<file path="config.mk">
export PLATFORM = sky130hd
export DESIGN_NAME = serial_dac_loader
export DESIGN_NICKNAME = d
export VERILOG_FILES = /design/src/rtl/dac_front_pkg.sv /design/src/rtl/pin_sync.sv /design/src/rtl/ser_edge.sv /design/src/rtl/ser_shift.sv /design/src/rtl/code_hold.sv /design/src/rtl/serial_dac_loader.sv
export SDC_FILE = /design/constraint.sdc
export NUM_CORES = 1
export LEC_CHECK = 0
export ABC_AREA = 0
export ABC_CLOCK_PERIOD_IN_PS = 1750
export BUFFER_PORTS_ARGS = -buffer_cell sky130_fd_sc_hd__buf_2
export CELL_PAD_IN_SITES_DETAIL_PLACEMENT = 0
export CELL_PAD_IN_SITES_GLOBAL_PLACEMENT = 1
export CORE_ASPECT_RATIO = 1.5
export CORE_MARGIN = 3
export CORE_UTILIZATION = 45
export CTS_CLUSTER_SIZE = 20
export DETAILED_ROUTE_END_ITERATION = 7
export PLACE_DENSITY = 0.77
export SYNTH_ARGS = -nofsm -noshare
export SYNTH_HDL_FRONTEND = slang
export SYNTH_HIERARCHICAL = 1
export SYNTH_SLANG_ARGS = --single-unit
</file>
<file path="constraint.sdc">
create_clock -name clk -period 1.75 [get_ports clk]
set_input_delay 0.2625 -clock clk [delete_from_list [all_inputs] [get_ports clk]]
set_output_delay 0.2625 -clock clk [all_outputs]
set_load 0.01 [all_outputs]
</file>
<file path="src/rtl/dac_front_pkg.sv">
package dac_front_pkg;
  typedef struct packed {
    logic shift_en;
    logic load;
    logic sdi;
  } ser_evt_t;
endpackage

</file>
<file path="src/rtl/pin_sync.sv">
module pin_sync #(
  parameter int W = 3,
  parameter int STAGES = 2,
  parameter logic [W-1:0] RST_VAL = '0
) (
  input  logic         clk,
  input  logic         rst_n,
  input  logic [W-1:0] din,
  output logic [W-1:0] dout
);
  for (genvar b = 0; b < W; b++) begin : g_bit
    logic [STAGES-1:0] chain;
    always_ff @(posedge clk or negedge rst_n) begin
      if (!rst_n) chain <= {STAGES{RST_VAL[b]}};
      else        chain <= {chain[STAGES-2:0], din[b]};
    end
    assign dout[b] = chain[STAGES-1];
  end
endmodule

</file>
<file path="src/rtl/ser_edge.sv">
module ser_edge
  import dac_front_pkg::*;
(
  input  logic     clk,
  input  logic     rst_n,
  input  logic     sclk_s,
  input  logic     sel_s,
  input  logic     sdi_s,
  output ser_evt_t evt
);
  logic sclk_d, sel_d;

  always_ff @(posedge clk or negedge rst_n) begin
    if (!rst_n) begin
      sclk_d <= 1'b0;
      sel_d  <= 1'b1;
    end else begin
      sclk_d <= sclk_s;
      sel_d  <= sel_s;
    end
  end

  always_comb begin
    evt.shift_en = sclk_s & ~sclk_d & ~sel_s;
    evt.load     = sel_s & ~sel_d;
    evt.sdi      = sdi_s;
  end

  assert_load_isolated_R10: assert property (@(posedge clk) disable iff (!rst_n)
    evt.load |=> !evt.load);
endmodule

</file>
<file path="src/rtl/ser_shift.sv">
module ser_shift #(
  parameter int RES = 16
) (
  input  logic           clk,
  input  logic           rst_n,
  input  logic           shift_en,
  input  logic           sdi,
  output logic [RES-1:0] bits
);
  always_ff @(posedge clk or negedge rst_n) begin
    if (!rst_n)        bits <= '0;
    else if (shift_en) bits <= {bits[RES-2:0], sdi};
  end

  assert_shift_gated_R2: assert property (@(posedge clk) disable iff (!rst_n)
    !shift_en |=> $stable(bits));

  assert_newest_at_lsb_R4: assert property (@(posedge clk) disable iff (!rst_n)
    shift_en |=> (bits[0] == $past(sdi)));
endmodule

</file>
<file path="src/rtl/code_hold.sv">
module code_hold #(
  parameter int RES = 16
) (
  input  logic           clk,
  input  logic           rst_n,
  input  logic           load,
  input  logic [RES-1:0] din,
  output logic [RES-1:0] code,
  output logic           update
);
  always_ff @(posedge clk or negedge rst_n) begin
    if (!rst_n) begin
      code   <= '0;
      update <= 1'b0;
    end else begin
      update <= load;
      if (load) code <= din;
    end
  end

  assert_strobe_one_cycle_R10: assert property (@(posedge clk) disable iff (!rst_n)
    update |=> !update);
endmodule

</file>
<file path="src/rtl/serial_dac_loader.sv">
module serial_dac_loader
  import dac_front_pkg::*;
#(
  parameter int RES = 16,
  parameter int SYNC_STAGES = 2
) (
  input  logic           clk,
  input  logic           rst_n,
  input  logic           sel_n,
  input  logic           sclk,
  input  logic           sdi,
  output logic [RES-1:0] code,
  output logic           update
);
  localparam int NPINS = 3;
  localparam logic [NPINS-1:0] PIN_RST = 3'b100;

  logic [NPINS-1:0] pins_s;
  ser_evt_t         evt;
  logic [RES-1:0]   shreg;

  pin_sync #(.W(NPINS), .STAGES(SYNC_STAGES), .RST_VAL(PIN_RST)) u_sync (
    .clk(clk), .rst_n(rst_n), .din({sel_n, sclk, sdi}), .dout(pins_s));

  ser_edge u_edge (
    .clk(clk), .rst_n(rst_n), .sclk_s(pins_s[1]), .sel_s(pins_s[2]),
    .sdi_s(pins_s[0]), .evt(evt));

  ser_shift #(.RES(RES)) u_shift (
    .clk(clk), .rst_n(rst_n), .shift_en(evt.shift_en), .sdi(evt.sdi),
    .bits(shreg));

  code_hold #(.RES(RES)) u_hold (
    .clk(clk), .rst_n(rst_n), .load(evt.load), .din(shreg),
    .code(code), .update(update));

  assert_code_only_on_load_R3: assert property (@(posedge clk) disable iff (!rst_n)
    (code != $past(code)) |-> $past(evt.load));

  assert_strobe_follows_load_R9: assert property (@(posedge clk) disable iff (!rst_n)
    evt.load |=> update);
endmodule

</file>
# After elaboration in Yosys (flattened, before gate mapping)
# Index checks and enable logic that the tools add are counted.
[op_classes] n_bitwise=6
[op_table] cell="$and A1 B1 Y1" count=3
[op_table] cell="$not A1 Y1" count=3
[word_totals] register_bits=41 elab_cells=14

# Depth between registers and ports, before layout
# Gate-level depths: netlist of run 1.
[logic_depth] ltp_word=3 ltp_mapped=5 ltp_nobuf=2

# Modules after synthesis
# Netlist of run 1, hierarchy kept.
[modules_own_cells] module="code_hold" n_inst=1 cells_each=35 area_each_um2=674.4 seq_area_each_um2=425.4
[modules_own_cells] module="ser_shift" n_inst=1 cells_each=34 area_each_um2=649.4 seq_area_each_um2=400.4
[modules_own_cells] module="pin_sync" n_inst=1 cells_each=9 area_each_um2=175.2 seq_area_each_um2=152.6
[modules_own_cells] module="ser_edge" n_inst=1 cells_each=5 area_each_um2=80.1 seq_area_each_um2=51.3

# Least setup slack after synthesis of run 1
# OpenSTA, ideal clock, no wires.
[synth_path] path_type="register -> register" startpoint="reg u_sync.g_bit[2].chain[1]" endpoint="reg u_hold.code[10]" setup_time_ns=0.125 arrival_time_ns=1.285 setup_slack_ns=0.340 stages_incl_launch_ff=6 path_buffers=3 synth_period_minus_slack_ns=1.410 cell_sequence="dfstp_2 buf_4 and2b_2 buf_6 buf_12 mux2_4"
[synth_rtl] item="from (decl)" line="pin_sync.sv:12" source="logic [STAGES-1:0] chain;"
[synth_rtl] item="from (signal assigned)" line="pin_sync.sv:14" source="if (!rst_n) chain <= {STAGES{RST_VAL[b]}};"
[synth_rtl] item="from (signal assigned)" line="pin_sync.sv:15" source="else chain <= {chain[STAGES-2:0], din[b]};"
[synth_rtl] item="to (signal assigned)" line="code_hold.sv:17" source="if (load) code <= din;"
[synth_rtl] item="to (decl)" line="code_hold.sv:8" source="output logic [RES-1:0] code,"

==> impl_metrics.env, run 1 <==
export IMPL_ir_worst_vdd_mv=0.693
export IMPL_tightest_slew_ns=0.499
export IMPL_crit_path_cell_trace="and2b_2 -> mux2_2"
export IMPL_fp_dieArea_sq_um=4270
export IMPL_slew_violations=0
export IMPL_dr_total_vias=694
export IMPL_nFillCells=292
export IMPL_drt_iter0_drc=4
export IMPL_rows=25
export IMPL_cts_tree="done"
export IMPL_io_buffers=21
export IMPL_power_frac_seq_pct=56.0
export IMPL_antenna_found_initial=0
export IMPL_insertion_delay_ns=0.28
export IMPL_synth_fp_nets=88
export IMPL_rsz0062_at_grt="false"
export IMPL_place_congestion=0.671
export IMPL_multiInputGateArea_sq_um=457
export IMPL_drive_gt1_share_pct=61.3
export IMPL_start_util_pct=48.5
export IMPL_drcViolationCount=0
export IMPL_place_hpwl_mm=1.37
export IMPL_cap_violations=0
export IMPL_yosysWarningCount=6
export IMPL_startpoint_type="flip-flop"
export IMPL_wl_per_cell_microns=14.3
export IMPL_grt_pass1_vias=755
export IMPL_syn_area_sq_um=1580
export IMPL_grt_use_total_pct=12.2
export IMPL_yosysSeqAreaShare_pct=65.2
export IMPL_wl_mm=2.09
export IMPL_yosys_top_cells_area="dfrtp_1, mux2_4, mux2_2, dfstp_2, buf_12"
export IMPL_p_sw_mw=0.547
export IMPL_fin_util_pct=53.4
export IMPL_arrival_ns=1.70
export IMPL_post_synth_top_area_cell="dfrtp_1"
export IMPL_swShare_pct=24.4
export IMPL_cp_slowest_cell="dfstp_2"
export IMPL_power_share_clock_pct=25.1
export IMPL_required_ns=1.92
export IMPL_syn_avg_cell_area_sq_um=19.0
export IMPL_power_density_nw_per_um2=1290
export IMPL_hold_viol_final=0
export IMPL_die_y_microns=78.6
export IMPL_slew_headroom_pct=66.7
export IMPL_grt_pass1_wl_mm=3.61
export IMPL_slowest_delay_ns=0.54
export IMPL_internal_power_mw=1.69
export IMPL_setup_viol=0
export IMPL_cts_hold_buffers=0
export IMPL_reg2reg_to="u_hold/code[3]$_DFFE_PN0P_"
export IMPL_post_route_min_period_ns=1.53
export IMPL_setup_tns_ns=0
export IMPL_ys_ff_latch=41
export IMPL_period_share_pct=87.4
export IMPL_crit_path_max_fanout=17
export IMPL_drt_pass1_iterations=3
export IMPL_status="complete, no violations"
export IMPL_reg2reg_depth=2
export IMPL_htreeDepth=2
export IMPL_synth_distinct_cells=9
export IMPL_numCtsBuffers=5
export IMPL_critPathKind="reg2reg"
export IMPL_cp_end_kind="flip-flop"
export IMPL_clockBufferDepth=2
export IMPL_die_w_microns=54.4
export IMPL_leakagePower_nw=0.877
export IMPL_placeableCoreArea_sq_um=3250
export IMPL_cts_setup_buffers=0
export IMPL_cts_sinks=41
export IMPL_r2r_start="u_sync/g_bit[2].chain[1]$_DFF_PN1_"
export IMPL_ant_nets=0
export IMPL_routed_via_density=4.75
export IMPL_fmax_mhz=654
export IMPL_holdCritPathClass="in2async"
export IMPL_syn2layout_area_growth_pct=9.98
export IMPL_power_frac_comb_pct=18.8
export IMPL_postCtsResizedCells=0
export IMPL_skew_ns=0.00652
export IMPL_fin_nets=110
export IMPL_synth_top_area_share_pct=60.2
export IMPL_io_pins=22
export IMPL_grt_max_degree=42
export IMPL_power_mw=2.24
export IMPL_path_clk_slew_ns=0.07
export IMPL_synth_cells=83
export IMPL_layout_area_seq_sq_um=1030
export IMPL_grt_overflow_total=0
export IMPL_ff2ff_setup_slack_ns=0.22
export IMPL_root_buffer="clkbuf_8"
export IMPL_antenna_cells=0
[how the worst max path moves through the flow]
stage / from / endpoint / slack, ns / depth (start not counted)
floorplan: u_sync/g_bit[2].chain[1]$_DFF_PN1_ / u_hold/code[10]$_DFFE_PN0P_ / 0.34 / 5
global placement: u_sync/g_bit[2].chain[1]$_DFF_PN1_ / u_hold/code[3]$_DFFE_PN0P_ / 0.25 / 2
detailed placement: u_sync/g_bit[2].chain[1]$_DFF_PN1_ / u_hold/code[3]$_DFFE_PN0P_ / 0.21 / 2
CTS: u_sync/g_bit[2].chain[1]$_DFF_PN1_ / u_hold/code[3]$_DFFE_PN0P_ / 0.21 / 2
global route: u_sync/g_bit[2].chain[1]$_DFF_PN1_ / u_hold/code[15]$_DFFE_PN0P_ / 0.18 / 2
finish: u_sync/g_bit[2].chain[1]$_DFF_PN1_ / u_hold/code[3]$_DFFE_PN0P_ / 0.22 / 2
[area by class of cell]
class	count	share of cell area (%)
timing repair buffer	23	6.92
sequential	41	59.3
tap	40	2.88
clock buffer	8	4.61
multi-input combinational	34	26.3
[critical path: cells and delay by family, from the launching register on]
| family | cells | cell delay (ns) |
|---|---|---|
| and+or+nand+nor | 1 | 0.47 |
| DFF | 1 | 0.54 |
| muxes | 1 | 0.40 |
[registers in the layout (all words and copies together) (netlist names)]
register / count
u_edge/sel_d: 1
u_hold/update: 1
u_shift/bits: 16
u_edge/sclk_d: 1
u_sync/g_bit.chain: 6
u_hold/code: 16
[layer usage]
layer	global-route usage, %	vias up	wire, microns
li1	-	318	-
met5	0	-	0
met2	17.3	21	947
met4	8.23	0	66
met3	5.12	6	122
met1	14.7	349	953
[cell usage in the layout, fill, tap and decap left out]
master | Yosys | final
mux2_2 | 12 | 12
clkbuf_1 | 0 | 3
buf_4 | 4 | 2
mux2_4 | 20 | 20
dfstp_2 | 3 | 3
buf_2 | 0 | 21
nor3b_2 | 1 | 1
dfrtp_1 | 38 | 38
and2b_2 | 1 | 1
clkbuf_8 | 0 | 5
[stage by stage]
| step | worst slack (ns) | cells | instance area, sq um | hold slack (ns) |
|---|---|---|---|---|
| final | 0.220 | 146 | 1740 | 0.0300 |
| after global routing | 0.183 | 146 | 1740 | 0.0578 |
| after CTS | 0.211 | 146 | 1740 | 0.0391 |
| after detailed placement | 0.209 | 138 | 1660 | 0.337 |
| after global placement | 0.250 | 138 | 1660 | 0.334 |
| after floorplan | 0.340 | 83 | 1580 | -0.0331 |
[power groups by stage]
| stage | Sequential [mW] | Clock (mW) | Combinational [mW] |
|---|---|---|---|
| after CTS | 1.26 | 0.598 | 0.431 |
| after detailed placement | 1.28 | 0 | 0.430 |
| final | 1.25 | 0.562 | 0.421 |
| after global routing | 1.28 | 0.642 | 0.459 |
| after floorplan | 1.29 | 0 | 0.265 |
| after global placement | 1.27 | 0 | 0.419 |
[cell families after synthesis]
| kind of cell | count (synthesis) | synth area share, % |
|---|---|---|
| DFF | 41 | 65.2 |
| buffers and inverters | 8 | 5.86 |
| muxes | 32 | 27.6 |
| and+or+nand+nor | 2 | 1.35 |
[cells in the mapped netlist]
library cell  number
dfrtp_1           38
mux2_4            20
mux2_2            12
buf_4              4
dfstp_2            3
buf_12             2
buf_6              2
and2b_2            1
nor3b_2            1
(Power assumes the default switching activity.)
==> run 2, diff against run 1 <==
- PLACE_DENSITY: 0.77 -> unset
- PLACE_DENSITY_LB_ADDON: unset -> 0.1
==> impl_metrics.env, run 2 (synthesized netlist as in run 1, its figures left out) <==
export IMPL_status="complete, no violations"
export IMPL_grt_pass1_vias=765
export IMPL_crit_path_max_fanout=10
export IMPL_slew_violations=0
export IMPL_dr_total_vias=695
export IMPL_grt_pass1_wl_mm=3.80
export IMPL_cts_sinks=41
export IMPL_rows=25
export IMPL_skew_ns=0.00603
export IMPL_io_pins=22
export IMPL_finalNonFillerCells=147
export IMPL_cts_setup_buffers=0
export IMPL_cp_end_kind="flip-flop"
export IMPL_fp_dieArea_sq_um=4270
export IMPL_period_share_pct=82.9
export IMPL_antenna_cells=0
export IMPL_layout_setup_ws_ns=0.300
export IMPL_post_route_min_period_ns=1.45
export IMPL_hold_viol_final=0
export IMPL_postCtsResizedCells=0
export IMPL_setup_viol=0
export IMPL_drcViolationCount=0
export IMPL_fmax_mhz=689
export IMPL_start_util_pct=48.5
export IMPL_required_ns=1.93
export IMPL_numCtsBuffers=5
export IMPL_critPathKind="reg2reg"
export IMPL_drive_gt1_share_pct=61.7
export IMPL_drt_iter0_drc=13
export IMPL_power_density_nw_per_um2=1280
export IMPL_r2r_start="u_sync/g_bit[2].chain[1]$_DFF_PN1_"
export IMPL_reg2reg_depth=3
export IMPL_leakagePower_nw=0.885
export IMPL_slew_headroom_pct=67.2
export IMPL_wl_per_cell_microns=14.8
export IMPL_die_w_microns=54.4
export IMPL_ir_worst_vdd_mv=0.794
export IMPL_top_regs="u_hold/code: 16 flops, u_shift/bits: 16 flops, u_sync/g_bit.chain: 6 flops"
export IMPL_place_hpwl_mm=1.39
export IMPL_grt_overflow_total=0
export IMPL_routed_via_density=4.73
export IMPL_setup_tns_ns=0
export IMPL_layout_common_cells="dfrtp_1, buf_2, mux2_4"
export IMPL_ant_nets=0
export IMPL_root_buffer="clkbuf_8"
export IMPL_io_buffers=21
export IMPL_die_y_microns=78.6
export IMPL_placeableCoreArea_sq_um=3250
export IMPL_arrival_ns=1.63
export IMPL_layout_commonest_cell="dfrtp_1"
export IMPL_wl_mm=2.17
export IMPL_insertion_delay_ns=0.29
export IMPL_fin_util_pct=54.0
export IMPL_clockBufferDepth=2
export IMPL_grt_max_degree=42
export IMPL_fin_nets=111
export IMPL_cts_tree="done"
export IMPL_startpoint_type="flip-flop"
export IMPL_pre_cts_ws_ns=0.293
export IMPL_hold_ws_ns=0.0229
export IMPL_cts_hold_buffers=0
export IMPL_drt_pass1_iterations=3
export IMPL_place_inst=139
export IMPL_rsz0062_at_grt="false"
export IMPL_place_congestion=0.683
export IMPL_path_clk_slew_ns=0.07
export IMPL_critPathLaunch="u_sync/g_bit[2].chain[1]$_DFF_PN1_"
export IMPL_antenna_found_initial=0
export IMPL_holdCritPathClass="in2async"
export IMPL_syn2layout_area_growth_pct=11.3
export IMPL_grt_use_total_pct=12.9
export IMPL_tightest_slew_ns=0.491
export IMPL_htreeDepth=2
export IMPL_cap_violations=0
-- run 2: worst max-delay path, cell delays in order (launching register included) --
cell	delay, ns
dfstp_2	0.55
and2b_2	0.28
buf_12	0.18
mux2_2	0.33
-- run 2: final cells by class --
| class | instances | area [sq um] |
|---|---|---|
| clock buffer | 8 | 80.1 |
| multi-input combinational | 34 | 457 |
| sequential | 41 | 1030 |
| tap | 40 | 50.0 |
| fill | 275 | 1500 |
| timing repair buffer | 24 | 140 |
-- run 2: worst paths after layout --
check	endpoint	slack, ns
min	u_hold/code[11]$_DFFE_PN0P_	0.02
max in group asynchronous	u_sync/g_bit[2].chain[1]$_DFF_PN1_	1.36
max	u_hold/code[13]$_DFFE_PN0P_	0.30
max reg2reg	u_hold/code[13]$_DFFE_PN0P_	0.30
min reg2reg	u_sync/g_bit[1].chain[1]$_DFF_PN0_	0.35
min in group clk	u_sync/g_bit[2].chain[0]$_DFF_PN1_	0.07
-- run 2: layer usage --
layer | GRT usage [%] | share of wire [%] | up-vias
met4 | 8.23 | 3.2 | 0
met1 | 16.1 | 44 | 348
met2 | 17.4 | 47 | 19
li1 | - | - | 322
met3 | 6.07 | 5.5 | 6
met5 | 0 | 0 | -
-- run 2: through the flow --
step                      power (mW)  cell area (sq um)
after global routing            2.40               1760
after detailed placement        1.71               1680
final                           2.25               1760
after global placement          1.70               1680
after CTS                       2.30               1760
after floorplan                 1.55               1580
-- run 2: power by group --
part / total [mW] / switching (mW) / internal (mW) / leakage [nW]
Combinational: 0.427 / 0.154 / 0.273 / 0.320
Clock: 0.575 / 0.292 / 0.283 / 0.0395
Sequential: 1.25 / 0.111 / 1.14 / 0.526
Total: 2.25 / 0.558 / 1.69 / 0.885
==> run 3, diff against run 2 <==
- ABC_CLOCK_PERIOD_IN_PS: 1750 -> 1200
- CORE_UTILIZATION: 45 -> 42
- clock period: 1.75 -> 1.2 ns (I/O delays scaled with it)
==> impl_metrics.env, run 3 (synthesized netlist as in run 1, its figures left out) <==
export IMPL_status="finished with violations"
export IMPL_violations="negative setup slack"
export IMPL_p_sw_mw=0.855
export IMPL_path_buf_inv=1
export IMPL_swShare_pct=24.3
export IMPL_path_clk_slew_ns=0.08
export IMPL_grt_pass1_wl_mm=4.00
export IMPL_die_w_microns=56.1
export IMPL_ant_nets=0
export IMPL_top_regs="u_hold/code: 16 flops, u_shift/bits: 16 flops, u_sync/g_bit.chain: 6 flops"
export IMPL_internal_power_mw=2.66
export IMPL_crit_path_cell_trace="and2b_2 -> buf_12 -> mux2_4"
export IMPL_startpoint_type="flip-flop"
export IMPL_placeableCoreArea_sq_um=3510
export IMPL_rows=26
export IMPL_critPathKind="reg2reg"
export IMPL_syn2layout_area_growth_pct=21.4
export IMPL_place_hpwl_mm=1.52
export IMPL_layout_common_cells="dfrtp_1, mux2_4, buf_2"
export IMPL_power_mw=3.52
export IMPL_clockBufferDepth=2
export IMPL_leakagePower_nw=0.968
export IMPL_cts_setup_buffers=0
export IMPL_drt_iter0_drc=5
export IMPL_grt_max_degree=26
export IMPL_hold_viol_final=0
export IMPL_setup_viol=32
export IMPL_drcViolationCount=0
export IMPL_rsz0062_at_grt="true"
export IMPL_tightest_slew_ns=0.391
export IMPL_required_ns=1.37
export IMPL_cp_slowest_cell="dfstp_2"
export IMPL_slew_headroom_pct=73.9
export IMPL_fin_util_pct=54.6
export IMPL_cts_sinks=41
export IMPL_power_frac_comb_pct=20.6
export IMPL_dr_total_vias=746
export IMPL_grt_pass1_vias=866
export IMPL_drive_gt1_share_pct=62.5
export IMPL_skew_ns=0.00722
export IMPL_io_pins=22
export IMPL_die_y_microns=81.1
export IMPL_antenna_cells=0
export IMPL_grt_use_total_pct=11.9
export IMPL_fmax_mhz=745
export IMPL_cp_end_kind="flip-flop"
export IMPL_pre_cts_ws_ns=-0.148
export IMPL_routed_via_density=4.84
export IMPL_antenna_found_initial=0
export IMPL_fp_dieArea_sq_um=4550
export IMPL_root_buffer="clkbuf_8"
export IMPL_cts_tree="done"
export IMPL_io_buffers=21
export IMPL_wl_per_cell_microns=15.2
export IMPL_wl_mm=2.34
export IMPL_slew_violations=0
export IMPL_setup_tns_ns=-2.73
export IMPL_cap_violations=0
export IMPL_power_share_clock_pct=27.2
export IMPL_power_density_nw_per_um2=1830
export IMPL_insertion_delay_ns=0.29
export IMPL_grt_overflow_total=0
export IMPL_arrival_ns=1.51
export IMPL_period_share_pct=112
export IMPL_ir_worst_vdd_mv=1.23
export IMPL_post_route_min_period_ns=1.34
export IMPL_layout_commonest_cell="dfrtp_1"
export IMPL_fin_nets=116
export IMPL_numCtsBuffers=5
export IMPL_drt_pass1_iterations=2
export IMPL_holdCritPathClass="in2async"
export IMPL_slowest_delay_ns=0.56
export IMPL_start_util_pct=44.9
export IMPL_crit_path_max_fanout=10
export IMPL_layout_setup_ws_ns=-0.143
export IMPL_critPathTopFamily="flip-flops"
export IMPL_htreeDepth=2
export IMPL_power_frac_seq_pct=52.2
export IMPL_place_congestion=0.612
[run 3: changes by cell type in the layout (fill, tap and decap cells not counted)]
cell	before	now
mux2_2	12	0
mux2_4	20	32
dlygate4sd3_1	0	4
buf_12	1	4
clkbuf_1	3	0
buf_4	2	0
clkbuf_8	5	7
clkinv_2	0	1
nor3b_2	1	0
nor3b_4	0	1
[run 3: metrics by stage]
step                cells  area, sq um  hold WS [ns]
global placement      142         1750         0.131
finish                154         1920         0.342
global route          154         1920         0.357
floorplan              83         1610        -0.116
detailed placement    142         1750         0.135
CTS                   154         1920         0.345
[run 3: final cells by class]
class | instances | area (sq um)
fill | 298 | 1600
sequential | 41 | 1030
multi-input combinational | 34 | 508
timing repair buffer | 29 | 225
clock buffer | 7 | 96.3
tap | 42 | 52.6
clock inverter | 1 | 5.00
[run 3: final timing paths]
kind / cells after the start / end / slack, ns / from
setup reg to reg: 3 / u_hold/code[6]$_DFFE_PN0P_ / -0.14 / u_sync/g_bit[2].chain[1]$_DFF_PN1_
max in group asynchronous: 3 / u_shift/bits[6]$_DFFE_PN0P_ / 0.40 / rst_n
setup / recovery: 3 / u_hold/code[6]$_DFFE_PN0P_ / -0.14 / u_sync/g_bit[2].chain[1]$_DFF_PN1_
hold / removal: 2 / u_shift/bits[11]$_DFFE_PN0P_ / 0.34 / rst_n
min in group clk: 0 / u_sync/g_bit[1].chain[1]$_DFF_PN0_ / 0.35 / u_sync/g_bit[1].chain[0]$_DFF_PN0_
hold reg to reg: 0 / u_sync/g_bit[1].chain[1]$_DFF_PN0_ / 0.35 / u_sync/g_bit[1].chain[0]$_DFF_PN0_
[run 3: repair_timing]
item / in CTS / in global routing
hold buffers: 4 / 0
hold endpoints to repair: 16 / 0
setup endpoints to repair: 32 / 32
pin swaps: 0 / 0
gates resized for setup: 6 / 0
[run 3: metal layers]
| layer | routed length (microns) | global-route usage, % |
|---|---|---|
| met2 | 1110 | 19.4 |
| met3 | 137 | 5.09 |
| met4 | 57 | 6.41 |
| met1 | 1030 | 13.2 |
| met5 | 0 | 0 |
[run 3: power groups by stage]
| stage | Sequential (mW) | Combinational (mW) | Clock [mW] |
|---|---|---|---|
| final | 1.84 | 0.724 | 0.956 |
| after global routing | 1.89 | 0.770 | 1.07 |
| after CTS | 1.85 | 0.739 | 1.00 |
| after detailed placement | 1.87 | 0.685 | 0 |
| after global placement | 1.86 | 0.671 | 0 |
| after floorplan | 1.88 | 0.416 | 0 |
